===== src/rtl/wmh_pkg.sv =====
package wmh_pkg;

   typedef enum logic [1:0] {
      OP_READ  = 2'd0,
      OP_WRITE = 2'd1,
      OP_WREN  = 2'd2,
      OP_WRDIS = 2'd3
   } wmh_op_e;

   typedef enum logic [3:0] {
      ST_IDLE, ST_GAP, ST_LO, ST_HI, ST_END,
      ST_PGAP, ST_PWAIT, ST_REL, ST_FIN
   } wmh_state_e;

   localparam logic [3:0] LEAD    = 4'b1010;
   localparam int         WORD_W  = 16;
   localparam int         FIELD_W = 8;
   localparam int         FRAME_W = 4 + 4 + FIELD_W + WORD_W;
   localparam int         CNT_W   = $clog2(FRAME_W + 1);

   function automatic logic [3:0] op_code(input wmh_op_e op);
      case (op)
         OP_READ:  return 4'b1000;
         OP_WRITE: return 4'b0100;
         OP_WREN:  return 4'b0011;
         default:  return 4'b0000;
      endcase
   endfunction

endpackage


===== src/rtl/wmh_timer.sv =====
module wmh_timer #(
   parameter int W = 5
) (
   input  logic         clk,
   input  logic         rst_n,
   input  logic         load,
   input  logic [W-1:0] load_val,
   output logic         expired
);
   logic [W-1:0] cnt;

   always_ff @(posedge clk) begin
      if (!rst_n)          cnt <= '0;
      else if (load)       cnt <= load_val;
      else if (cnt != '0)  cnt <= cnt - 1'b1;
   end

   assign expired = (cnt == '0);
endmodule


===== src/rtl/wmh_frame.sv =====
module wmh_frame
   import wmh_pkg::*;
#(
   parameter int ADDR_W = 8
) (
   input  logic [1:0]                 op,
   input  logic [ADDR_W-1:0]          addr,
   input  logic [WORD_W-1:0]          wdata,
   output logic [FRAME_W-1:0]         frame,
   output logic [CNT_W-1:0]           nbits
);
   logic [FIELD_W-1:0] field;
   wmh_op_e            op_e;

   assign op_e = wmh_op_e'(op);

   generate
      if (ADDR_W < 1 || ADDR_W > FIELD_W) begin : g_bad_addr
         $error("ADDR_W must lie between 1 and the address field width");
      end
      if (ADDR_W == FIELD_W) begin : g_full
         assign field = addr;
      end else begin : g_pad
         assign field = {addr, {(FIELD_W - ADDR_W){1'b0}}};
      end
   endgenerate

   assign frame = {LEAD, op_code(op_e), field,
                   (op_e == OP_WRITE) ? wdata : {WORD_W{1'b0}}};
   assign nbits = (op_e == OP_READ || op_e == OP_WRITE) ? CNT_W'(FRAME_W)
                                                        : CNT_W'(FRAME_W - WORD_W);
endmodule


===== src/rtl/wordmem_host.sv =====
module wordmem_host
   import wmh_pkg::*;
#(
   parameter int ADDR_W   = 8,
   parameter int HALF_CYC = 25,
   parameter int CSH_CYC  = 13
) (
   input  logic              clk,
   input  logic              rst_n,
   input  logic              req_valid,
   input  logic [1:0]        req_op,
   input  logic [ADDR_W-1:0] req_addr,
   input  logic [15:0]       req_wdata,
   output logic              req_ack,
   output logic              done,
   output logic              done_rej,
   output logic [15:0]       rd_data,
   output logic              wr_enabled,
   output logic              cs_n,
   output logic              sclk,
   output logic              mosi,
   input  logic              miso
);
   localparam int LD_MAX = (HALF_CYC > CSH_CYC) ? HALF_CYC : CSH_CYC;
   localparam int TMR_W  = $clog2(LD_MAX + 1);
   localparam logic [TMR_W-1:0] HALF_LD = TMR_W'(HALF_CYC - 1);
   localparam logic [TMR_W-1:0] CSH_LD  = TMR_W'(CSH_CYC - 1);
   localparam logic [CNT_W-1:0] CAP_FROM = CNT_W'(FRAME_W - WORD_W);

   generate
      if (HALF_CYC < 3) begin : g_bad_half
         $error("HALF_CYC must be at least 3");
      end
      if (CSH_CYC < 1) begin : g_bad_csh
         $error("CSH_CYC must be at least 1");
      end
   endgenerate

   wmh_state_e          state, state_n;
   wmh_op_e             op_q;
   logic                rej_q;
   logic [FRAME_W-1:0]  tx_q;
   logic [WORD_W-1:0]   rx_q;
   logic [CNT_W-1:0]    bitn, nbits_q;
   logic                wr_en_q;
   logic                tmr_load, tmr_exp;
   logic [TMR_W-1:0]    tmr_val;
   logic [FRAME_W-1:0]  frame_w;
   logic [CNT_W-1:0]    nbits_w;
   logic                write_blocked, last_bit;

   wmh_frame #(.ADDR_W(ADDR_W)) u_frame (
      .op(req_op), .addr(req_addr), .wdata(req_wdata),
      .frame(frame_w), .nbits(nbits_w)
   );

   wmh_timer #(.W(TMR_W)) u_timer (
      .clk(clk), .rst_n(rst_n), .load(tmr_load),
      .load_val(tmr_val), .expired(tmr_exp)
   );

   assign write_blocked = (wmh_op_e'(req_op) == OP_WRITE) && !wr_en_q;
   assign last_bit      = (bitn == nbits_q - 1'b1);

   always_comb begin
      state_n  = state;
      tmr_load = 1'b0;
      tmr_val  = HALF_LD;
      unique case (state)
         ST_IDLE: if (req_valid) begin
            if (write_blocked) state_n = ST_FIN;
            else begin
               state_n  = ST_GAP;
               tmr_load = 1'b1;
               tmr_val  = CSH_LD;
            end
         end
         ST_GAP: if (tmr_exp) begin
            state_n  = ST_LO;
            tmr_load = 1'b1;
         end
         ST_LO: if (tmr_exp) begin
            state_n  = ST_HI;
            tmr_load = 1'b1;
         end
         ST_HI: if (tmr_exp) begin
            state_n  = last_bit ? ST_END : ST_LO;
            tmr_load = 1'b1;
         end
         ST_END: if (tmr_exp) begin
            if (op_q == OP_WRITE) begin
               state_n  = ST_PGAP;
               tmr_load = 1'b1;
               tmr_val  = CSH_LD;
            end else begin
               state_n = ST_FIN;
            end
         end
         ST_PGAP: if (tmr_exp) begin
            state_n  = ST_PWAIT;
            tmr_load = 1'b1;
         end
         ST_PWAIT: if (tmr_exp) begin
            tmr_load = 1'b1;
            if (miso) state_n = ST_REL;
         end
         ST_REL: if (tmr_exp) state_n = ST_FIN;
         ST_FIN:  state_n = ST_IDLE;
         default: state_n = ST_IDLE;
      endcase
   end

   always_ff @(posedge clk) begin
      if (!rst_n) begin
         state   <= ST_IDLE;
         op_q    <= OP_READ;
         rej_q   <= 1'b0;
         tx_q    <= '0;
         rx_q    <= '0;
         bitn    <= '0;
         nbits_q <= '0;
         wr_en_q <= 1'b0;
         rd_data <= '0;
      end else begin
         state <= state_n;
         if (state == ST_IDLE && req_valid) begin
            op_q    <= wmh_op_e'(req_op);
            rej_q   <= write_blocked;
            tx_q    <= frame_w;
            nbits_q <= nbits_w;
            bitn    <= '0;
         end
         if (state == ST_HI && tmr_exp) begin
            tx_q <= {tx_q[FRAME_W-2:0], 1'b0};
            bitn <= bitn + 1'b1;
            if (op_q == OP_READ && bitn >= CAP_FROM)
               rx_q <= {rx_q[WORD_W-2:0], miso};
         end
         if (state == ST_END && tmr_exp && op_q == OP_READ)
            rd_data <= rx_q;
         if (state == ST_FIN && !rej_q) begin
            if (op_q == OP_WREN)  wr_en_q <= 1'b1;
            if (op_q == OP_WRDIS) wr_en_q <= 1'b0;
         end
      end
   end

   // Pin drivers follow the state register by one cycle, all alike.
   always_ff @(posedge clk) begin
      if (!rst_n) begin
         cs_n <= 1'b1;
         sclk <= 1'b0;
         mosi <= 1'b0;
      end else begin
         cs_n <= !(state inside {ST_LO, ST_HI, ST_END, ST_PWAIT, ST_REL});
         sclk <= (state == ST_HI);
         if (state == ST_REL)                          mosi <= 1'b1;
         else if (state inside {ST_LO, ST_HI, ST_END}) mosi <= tx_q[FRAME_W-1];
         else                                          mosi <= 1'b0;
      end
   end

   assign req_ack    = (state == ST_IDLE) && req_valid;
   assign done       = (state == ST_FIN);
   assign done_rej   = (state == ST_FIN) && rej_q;
   assign wr_enabled = wr_en_q;

   // ---------------- checks ----------------
   localparam int SKR_W = $clog2(HALF_CYC + 1);
   localparam int CSR_W = $clog2(CSH_CYC + 1);
   localparam logic [SKR_W-1:0] SKR_MAX = SKR_W'(HALF_CYC);
   localparam logic [CSR_W-1:0] CSR_MAX = CSR_W'(CSH_CYC);
   logic [SKR_W-1:0] sk_run;
   logic [CSR_W-1:0] cs_run;

   always_ff @(posedge clk) begin
      if (!rst_n) begin
         sk_run <= '0;
         cs_run <= '0;
      end else begin
         if (!sclk)                  sk_run <= '0;
         else if (sk_run != SKR_MAX) sk_run <= sk_run + 1'b1;
         if (!cs_n)                  cs_run <= '0;
         else if (cs_run != CSR_MAX) cs_run <= cs_run + 1'b1;
      end
   end

   p_sk_high_width_r2: assert property (@(posedge clk) disable iff (!rst_n)
      $fell(sclk) |-> (sk_run == SKR_MAX));
   p_mosi_still_r3: assert property (@(posedge clk) disable iff (!rst_n)
      sclk |-> $stable(mosi));
   p_sk_idle_r4: assert property (@(posedge clk) disable iff (!rst_n)
      cs_n |-> !sclk);
   p_cs_gap_r4: assert property (@(posedge clk) disable iff (!rst_n)
      $fell(cs_n) |-> (cs_run == CSR_MAX));
   p_wren_hold_r6: assert property (@(posedge clk) disable iff (!rst_n)
      !done |=> $stable(wr_enabled));
   p_write_enabled_r7: assert property (@(posedge clk) disable iff (!rst_n)
      (state == ST_LO && op_q == OP_WRITE) |-> wr_en_q);
   p_rej_quiet_r7: assert property (@(posedge clk) disable iff (!rst_n)
      done_rej |-> (cs_n && done));
   p_done_single_r10: assert property (@(posedge clk) disable iff (!rst_n)
      done |=> !done);
endmodule


===== config.mk =====
export PLATFORM = sky130hd
export DESIGN_NAME = wordmem_host
export DESIGN_NICKNAME = d
export VERILOG_FILES = /design/src/rtl/wmh_pkg.sv /design/src/rtl/wmh_timer.sv /design/src/rtl/wmh_frame.sv /design/src/rtl/wordmem_host.sv
export SDC_FILE = /design/constraint.sdc
export NUM_CORES = 1
export LEC_CHECK = 0
export BUFFER_PORTS_ARGS = -buffer_cell sky130_fd_sc_hd__buf_2
export CORE_ASPECT_RATIO = 0.8
export CORE_UTILIZATION = 55
export DETAILED_ROUTE_END_ITERATION = 8
export HOLD_SLACK_MARGIN = 0.1
export PLACE_DENSITY = 0.78
export RECOVER_POWER = 25
export SLEW_MARGIN = 0
export SYNTH_ARGS = -nofsm -noshare
export SYNTH_HDL_FRONTEND = slang
export SYNTH_SLANG_ARGS = --single-unit
export TNS_END_PERCENT = 5

===== constraint.sdc =====
create_clock -name clk -period 5.65 [get_ports clk]
set_clock_uncertainty 0.15 [all_clocks]
set_input_delay 0.2825 -clock clk [delete_from_list [all_inputs] [get_ports clk]]
set_output_delay 0.2825 -clock clk [all_outputs]
set_load 0.01 [all_outputs]

==> flow_summary.ini, run 1 <==
[drt]
wirelength_um = 7780
avgViaCountPerCell = 5.75
route.detailed.drc = 0
drt-pass1-iter-count = 7
via_count = 3037
routedWlPerCell_um = 14.7
drt_iter0_markers = 308
ant_nets = 0

[placement]
portBuffers = 52
placed_area_sq_um = 3860
place_congestion = 0.800
dp_hpwl_um = 4750
dp_cells = 487

[setup_path]
r2r.worst_path.cells = 6
cp_data_required_time_ps = 5650
path_buf_inv = 1
slowest_delay_ps = 910
worstPathCellList = inv_1 -> ha_1 -> nor4b_2 -> o2111a_1 -> mux2i_1 -> nor2_1
path_max_fanout = 16
arrival_ps = 3040
cp_top_family = simple AND/OR/NAND/NOR gates
slowest_stage = o2111a_1
endpoint_kind = flip-flop
timing_worst_setup_path_type = reg -> reg
critPathLaunchType = flip-flop
cp_num_cells = 6

[sta]
hold_violations = 0
setup-tns-final_ps = 0
rsz0062_at_grt = false
tightest_slew_ps = 2190
finalSetupViolCount = 0
max_freq_mhz = 329
slew_headroom_pct = -46.1
fin_crit_sh_pct = 53.8
maxSlewViolCount = 75
post-route-min-period_ps = 3040

[synthesis]
synth_cell_types = 51
synthFlopType = dfxtp_1
avgSynthCellArea_sq_um = 9.63
seq_area_frac_synth_pct = 48.5
syn_inst = 377
synth_seq_cells = 88
synth_edf_count = 0
synth_nets = 410
synth_area_sq_um = 3630
yosys-top-cells-area = dfxtp_1 49%, mux2i_1 9.7%, nor2_1 6.9%, a222oi_1 4.1%, a22oi_1 3.1%
synth-async-reset-ratio_pct = 0
synth_area_leader_cell = dfxtp_1
synth_top_area_share_pct = 48.5
yosys_warnings = 0

[outcome]
violations = capacitance limit, slew limit
status = complete, but fails checks

[floorplanning]
std_cell_rows = 26
dieArea_sq_um = 6930
die_y_um = 74.7
ioPinCount = 53
core-area_sq_um = 6380
start_util_pct = 56.9
die_x_um = 92.8

[cts]
clock_path_buffers = 2
cts_tree = yes
htree_levels = 3
cts_buffers = 9
clk_pin_slew_ps = 80
root_buffer = clkbuf_8
post_cts_buffers = 0
cts.sinks = 88
cts_resized = 0
clock_latency_ps = 350

[final_layout]
drive_above_1_share_pct = 13.1
ff_latch_area_sq_um = 1760
final_cells = 528
multi_input_area_sq_um = 1700
n_fill_cell = 515
mostFrequentLayoutCells = 88 x dfxtp_1, 67 x nor2_1, 35 x mux2i_1
diodes = 0
fin_util_pct = 67.0
fin_nets = 473
mostFrequentLayoutCell = dfxtp_1
area_growth_syn_to_layout_pct = 17.6
final_area_sq_um = 4270

[global_route]
grt.total_usage_pct = 23.5
grt_start_max_net_pins = 75
grt_pass1_vias = 2792
grt_pass1_wl_um = 12800
overflow = 0
antenna_found_initial = 0

[min_path]
holdPathStages = 4
hold_class = in -> reg

[flow_run]
drv_cap = 1

[pwr]
peakVddDrop_v = 0.000178
power.leakage_uw = 0.00169
cellPowerDensity_nw_per_um2 = 357
## cells by family (layout without fill, tap and decap cells)
family / after synthesis / after routing / synth area share [%]
simple gates: 130 / 130 / 18.0
flops: 88 / 88 / 48.5
compound gates: 79 / 79 / 16.0
mux: 36 / 36 / 9.96
buf+inv: 34 / 101 / 4.83
xor+xnor: 7 / 7 / 1.69
fa+ha+maj: 3 / 3 / 1.03
## layout make-up
class	count	share of cell area, %
clock buffer	11	3.31
clock inverter	4	0.674
inverter	7	0.615
multi-input combinational	255	39.9
sequential	88	41.3
tap	84	2.46
timing repair buffer	79	11.8
## synthesized netlist by cell type (all sizes together) (2+ instances only)
cell type	number
nor4b	3
buf	15
a21oi	20
nor3b	2
a2111oi	2
and3	2
nor4	2
a32oi	2
o22ai	2
o21a	3
nand3	4
a31oi	3
o21ai	7
dfxtp	88
and2	2
a222oi	15
xnor2	6
ha	3
nand2b	7
clkbuf	12
o221a	2
nor3	9
nand2	20
or3	2
nand3b	2
mux2i	35
inv	7
a22oi	15
nand4b	2
nor2	68
## per-layer routing
metal	GRT usage, %	share of wire (%)	up-vias	wire length, um
met2	38.5	47	85	3660
met3	6.16	4.9	8	383
li1	-	-	1483	-
met1	30.2	47	1461	3640
met4	9.40	1.2	0	92
met5	0	0	-	0
## timing repair
action                                 in CTS  in global routing
setup endpoints to repair                   0                  0
hold buffers                               26                  0
endpoints found under the hold margin      26                  0
## state kept, by name, summed over array words and instances, names as in the netlist
signal,flops
bitn,6
nbits_q,2
op_q,2
cs_n,1
rx_q,16
tx_q,32
sclk,1
u_timer.cnt,5
rd_data,16
mosi,1
state,4
rej_q,1
wr_enabled,1
## path summary, 6_finish.rpt
| check | startpoint | to | slack, ps |
|---|---|---|---|
| worst max-delay path | u_timer.cnt[0]$_SDFFE_PN0P_ | rx_q[12]$_SDFFE_PN0P_ | 2610 |
| worst min-delay path | req_op[1] | rej_q$_SDFFE_PN0P_ | 190 |
| worst max register to register | u_timer.cnt[0]$_SDFFE_PN0P_ | rx_q[12]$_SDFFE_PN0P_ | 2610 |
| worst min register to register | tx_q[18]$_SDFFE_PN0P_ | tx_q[18]$_SDFFE_PN0P_ | 310 |
## metrics by stage
step                worst slack (ps)  hold WS (ps)  power (uW)
finish                          2610           192        1530
global route                    2340           210        1610
CTS                             2640           103        1530
detailed placement              2650           298        1140
global placement                2760           292        1120
floorplan                       3720           268        1050
## worst register-to-register path, delay by kind of cell (launching register included)
kind | cells | cell delay (ps)
flip-flops | 1 | 320
buffers and inverters | 1 | 100
multiplexers | 1 | 280
adder cells (fa/ha/maj) | 1 | 170
AO/OA/AOI/OAI | 1 | 910
AND/OR/NAND/NOR | 2 | 920
## power breakdown
part	switching (uW)	total (uW)	internal, uW
Sequential	57.4	733	675
Combinational	242	411	169
Clock	211	381	170
Note: power is estimated with default switching activity, not from simulation.
==> inputs of run 2 (changes only) <==
Clock period 5.65 ns to 3 ns, I/O delays scaled along.
==> run 2 against run 1 <==
The flow now finishes without violations. Core utilization increased by 1.4 points. Worst setup slack worse by 2300 ps. Count of clock-buffer cells in the layout is the same. Via count grew 0.72%. Largest power group unchanged.
==> flow_summary.ini, run 2 (synthesis gave the netlist of run 1 again) <==
[outcome]
status = finished clean

[final_layout]
diodes = 0
mostFrequentLayoutCells = 88 x dfxtp_1, 67 x nor2_1, 35 x mux2i_1
fin_nets = 482
mostFrequentLayoutCell = dfxtp_1
area_growth_syn_to_layout_pct = 20.1
drive_above_1_share_pct = 14.3
top_register = tx_q
largest_reg_flops = 32
reg_top3 = tx_q: 32 flops, rd_data: 16 flops, rx_q: 16 flops

[setup_path]
slowest_stage = nor3_1
reg2reg_slack_ps = 430
timing_worst_setup_path_type = reg -> out
critPathLaunch = state[0]$_SDFFE_PN0P_
arrival_ps = 2400
slowest_delay_ps = 620
worstPathCellList = nor3_1 -> nand2_1 -> inv_1 -> buf_2
cp_data_required_time_ps = 2700
endpoint_kind = output pin
r2r.worst_path.cells = 7
r2r-end = tx_q[8]$_SDFFE_PN0P_
path_max_fanout = 15
critPathLaunchType = flip-flop
worstReg2RegStart = u_timer.cnt[0]$_SDFFE_PN0P_
endpoint = req_ack

[global_route]
grt_pass1_wl_um = 12800
antenna_found_initial = 0
grt_start_max_net_pins = 46
grt.total_usage_pct = 23.8
overflow = 0
grt_pass1_vias = 2715

[floorplanning]
dieArea_sq_um = 6930
die_x_um = 92.8
start_util_pct = 56.9
die_y_um = 74.7
ioPinCount = 53
core-area_sq_um = 6380
std_cell_rows = 26

[drt]
via_count = 3059
ant_nets = 0
avgViaCountPerCell = 5.69
wirelength_um = 7930
route.detailed.drc = 0
drt_iter0_markers = 218
drt-pass1-iter-count = 8
routedWlPerCell_um = 14.7

[cts]
root_buffer = clkbuf_8
cts.sinks = 88
cts_buffers = 9
cts_tree = yes
clock_latency_ps = 360
htree_levels = 3
clk_pin_slew_ps = 80
clock_path_buffers = 2

[sta]
hold_violations = 0
fin_crit_sh_pct = 89.8
tightest_slew_ps = 1390
post-route-min-period_ps = 2700
setup-tns-final_ps = 0
maxSlewViolCount = 0
rsz0062_at_grt = false
finalSetupViolCount = 0
max_freq_mhz = 371
slew_headroom_pct = 7.20

[pwr]
power.leakage_uw = 0.00174
power_uw = 2940
p_int_uw = 1950
peakVddDrop_v = 0.000354
netSwitchingPower_uw = 997
pwr-share-comb_pct = 27.5
cellPowerDensity_nw_per_um2 = 675
switching_share_pct = 33.9
clockPowerShare_pct = 25.7
pwr-share-seq_pct = 46.9

[placement]
dp_hpwl_um = 5020
portBuffers = 52
place_congestion = 0.818

[min_path]
hold_class = in -> reg

[flow_run]
drv_cap = 0
==> run 2: layout make-up <==
| cell class | instances | area [sq um] |
|---|---|---|
| clock inverters | 5 | 38.8 |
| multi-input cells | 255 | 1700 |
| clock buffers | 11 | 141 |
| fillers | 522 | 2020 |
| repair buffers | 88 | 581 |
| well taps | 84 | 105 |
| flip-flops and latches | 88 | 1760 |
| inverters | 7 | 26.3 |
==> run 2: repair_timing <==
action	4_1_cts	5_1_grt
setup buffers	0	0
setup endpoints to repair	0	0
hold endpoints to repair	40	0
hold buffers	28	0
gates resized for setup	0	0
==> run 2: worst min-delay path by stage <==
stage / startpoint / end / slack (ps) / cells past startpoint
after floorplan: req_op[0] / op_q[0]$_SDFFE_PN0P_ / 140 / 2
after global placement: req_wdata[15] / tx_q[15]$_SDFFE_PN0P_ / 260 / 3
after detailed placement: req_wdata[13] / tx_q[13]$_SDFFE_PN0P_ / 270 / 3
after CTS: req_valid / op_q[1]$_SDFFE_PN0P_ / 210 / 4
after global routing: req_valid / op_q[1]$_SDFFE_PN0P_ / 250 / 4
final: req_valid / op_q[1]$_SDFFE_PN0P_ / 230 / 4
==> run 2: worst max-delay path: cells and delay by family (launching register included) <==
kind                   cells  cell delay, ps
and+or+nand+nor            2             980
buffers and inverters      2             600
DFF                        1             450
==> run 2: metal layers <==
metal | up-vias | wire, um | share of wire (%) | global-route usage [%]
li1 | 1500 | - | - | -
met1 | 1443 | 3710 | 47 | 31.9
met2 | 107 | 3610 | 46 | 37.7
met3 | 9 | 523 | 6.6 | 7.58
met4 | 0 | 87 | 1.1 | 6.50
met5 | - | 0 | 0 | 0
==> run 2: power by group through the flow <==
stage,Sequential [uW],Clock [uW],Combinational (uW)
after floorplan,1360,0,630
after global placement,1400,0,761
after detailed placement,1400,0,776
after CTS,1380,774,808
after global routing,1390,836,888
final,1380,755,808
==> run 2: stage by stage <==
step	hold slack [ps]	util [%]	worst slack, ps	instances	instance area [sq um]
after CTS	210	68.9	336	538	4390
after floorplan	136	-	1070	377	3630
final	228	68.3	305	538	4360
after detailed placement	270	61.6	541	494	3930
after global placement	256	61.6	575	494	3930
after global routing	248	68.3	136	538	4360
==> inputs of run 3 (changes only) <==
Settings changed: REMOVE_ABC_BUFFERS set to 1.
==> run 3 against run 2 <==
Sequential cell count is the same. Register-to-register slack gained 40 ps. Core utilization grew 0.18 points. Maximum frequency grew 3.6%. Worst setup slack gained 94 ps. Design area grew 0.26%. Final cell count grew 0.37%. Non-clock buffer count grew 2. Sequential power is essentially flat. Sequential share of layout area shrank 0.10 points. Count of clock-buffer cells in the layout grew 2. Largest cell class unchanged. Highest routed layer unchanged.
==> flow_summary.ini, run 3 (synthesis gave the netlist of run 1 again) <==
[floorplanning]
std_cell_rows = 26
start_util_pct = 56.9
core-area_sq_um = 6380
ioPinCount = 53
dieArea_sq_um = 6930
die_x_um = 92.8
die_y_um = 74.7

[cts]
root_buffer = clkbuf_8
clock_path_buffers = 2
cts_tree = yes
cts_resized = 0
cts.sinks = 88
htree_levels = 3
cts_buffers = 9
clock_latency_ps = 350
clk_pin_slew_ps = 80

[setup_path]
arrival_ps = 2300
timing_worst_setup_path_type = reg -> out
worstReg2RegStart = state[2]$_SDFFE_PN0P_
cp_data_required_time_ps = 2700
path_max_fanout = 12
critPathLaunchType = flip-flop
critPathLaunch = state[2]$_SDFFE_PN0P_
endpoint_kind = output pin

[sta]
rsz0062_at_grt = false
tightest_slew_ps = 1270
finalSetupViolCount = 0
setup-tns-final_ps = 0
hold_violations = 0
fin_crit_sh_pct = 86.7
holdWs_ps = 238
max_freq_mhz = 385
maxSlewViolCount = 0
post-route-min-period_ps = 2600
slew_headroom_pct = 15.6
post-route-worst-setup-slack_ps = 399

[global_route]
antenna_found_initial = 0
grt_start_max_net_pins = 71
grt_pass1_vias = 2848
grt.total_usage_pct = 24.9
grt_pass1_wl_um = 13300
overflow = 0

[final_layout]
final_cells = 540
area_growth_syn_to_layout_pct = 20.4
top_register = tx_q
largest_reg_flops = 32
mostFrequentLayoutCell = dfxtp_1
diodes = 0
drive_above_1_share_pct = 14.3
fin_nets = 484
ff_latch_area_sq_um = 1760
n_fill_cell = 515
multi_input_area_sq_um = 1700
mostFrequentLayoutCells = 88 x dfxtp_1, 67 x nor2_1, 35 x mux2i_1
reg_top3 = tx_q: 32 flops, rd_data: 16 flops, rx_q: 16 flops

[drt]
wirelength_um = 8200
route.detailed.drc = 0
drt_iter0_markers = 276
drt-pass1-iter-count = 8
via_count = 3111
avgViaCountPerCell = 5.76
ant_nets = 0
routedWlPerCell_um = 15.2

[flow_run]
drv_cap = 0

[pwr]
cellPowerDensity_nw_per_um2 = 680
peakVddDrop_v = 0.000406
power.leakage_uw = 0.00174

[min_path]
hold_class = in -> reg
min_from = req_valid

[placement]
pre_cts_ws_ps = 561
place_congestion = 0.878
dp_hpwl_um = 5110
dp_cells = 496
portBuffers = 52

[outcome]
status = finished clean
run 3: stage by stage:
step                      util (%)  power [uW]  cell area (sq um)
after floorplan                  -        1930               3480
after global placement        61.9        2170               3950
after detailed placement      61.9        2200               3950
after CTS                     69.2        2990               4410
after global routing          68.5        3140               4370
final                         68.5        2970               4370
run 3: metal layers:
layer | vias to the layer above | GRT usage [%] | share of wire (%)
met5 | - | 0 | 0
met1 | 1470 | 31.6 | 44
li1 | 1507 | - | -
met2 | 118 | 39.7 | 47
met4 | 0 | 11.6 | 1.7
met3 | 16 | 7.47 | 6.6
run 3: cell type report:
| cell class | count | share of cell area, % |
|---|---|---|
| clock buffers | 13 | 3.64 |
| multi-input cells | 255 | 39.0 |
| inverters | 7 | 0.601 |
| flip-flops and latches | 88 | 40.3 |
| well taps | 84 | 2.41 |
| repair buffers | 90 | 13.5 |
| clock inverters | 3 | 0.573 |
run 3: worst paths after layout:
path	cells past startpoint	slack (ps)	endpoint
worst max register to register	5	470	tx_q[2]$_SDFFE_PN0P_
worst max-delay path	7	400	req_ack
worst min-delay path	4	240	nbits_q[4]$_SDFFE_PN0P_
worst min register to register	2	310	tx_q[21]$_SDFFE_PN0P_
run 3: report_power, final:
group          total [uW]  internal (uW)  switching [uW]  leakage, uW
clock network         759            352             407    0.0000902
logic                 841            351             491     0.000938
registers            1370           1270            97.2     0.000714
run 3: repair_timing:
action,4_1_cts,5_1_grt
buffers inserted,0,0
endpoints found under the hold margin,46,0
hold buffers,28,0
run 3: worst max-delay path: stages (launching register included):
cell and delay, ps:
dfxtp_1 380, clkbuf_1 340, nor3_1 120, clkbuf_1 190, nand2_1 80, clkbuf_1 320
inv_1 290, buf_2 220
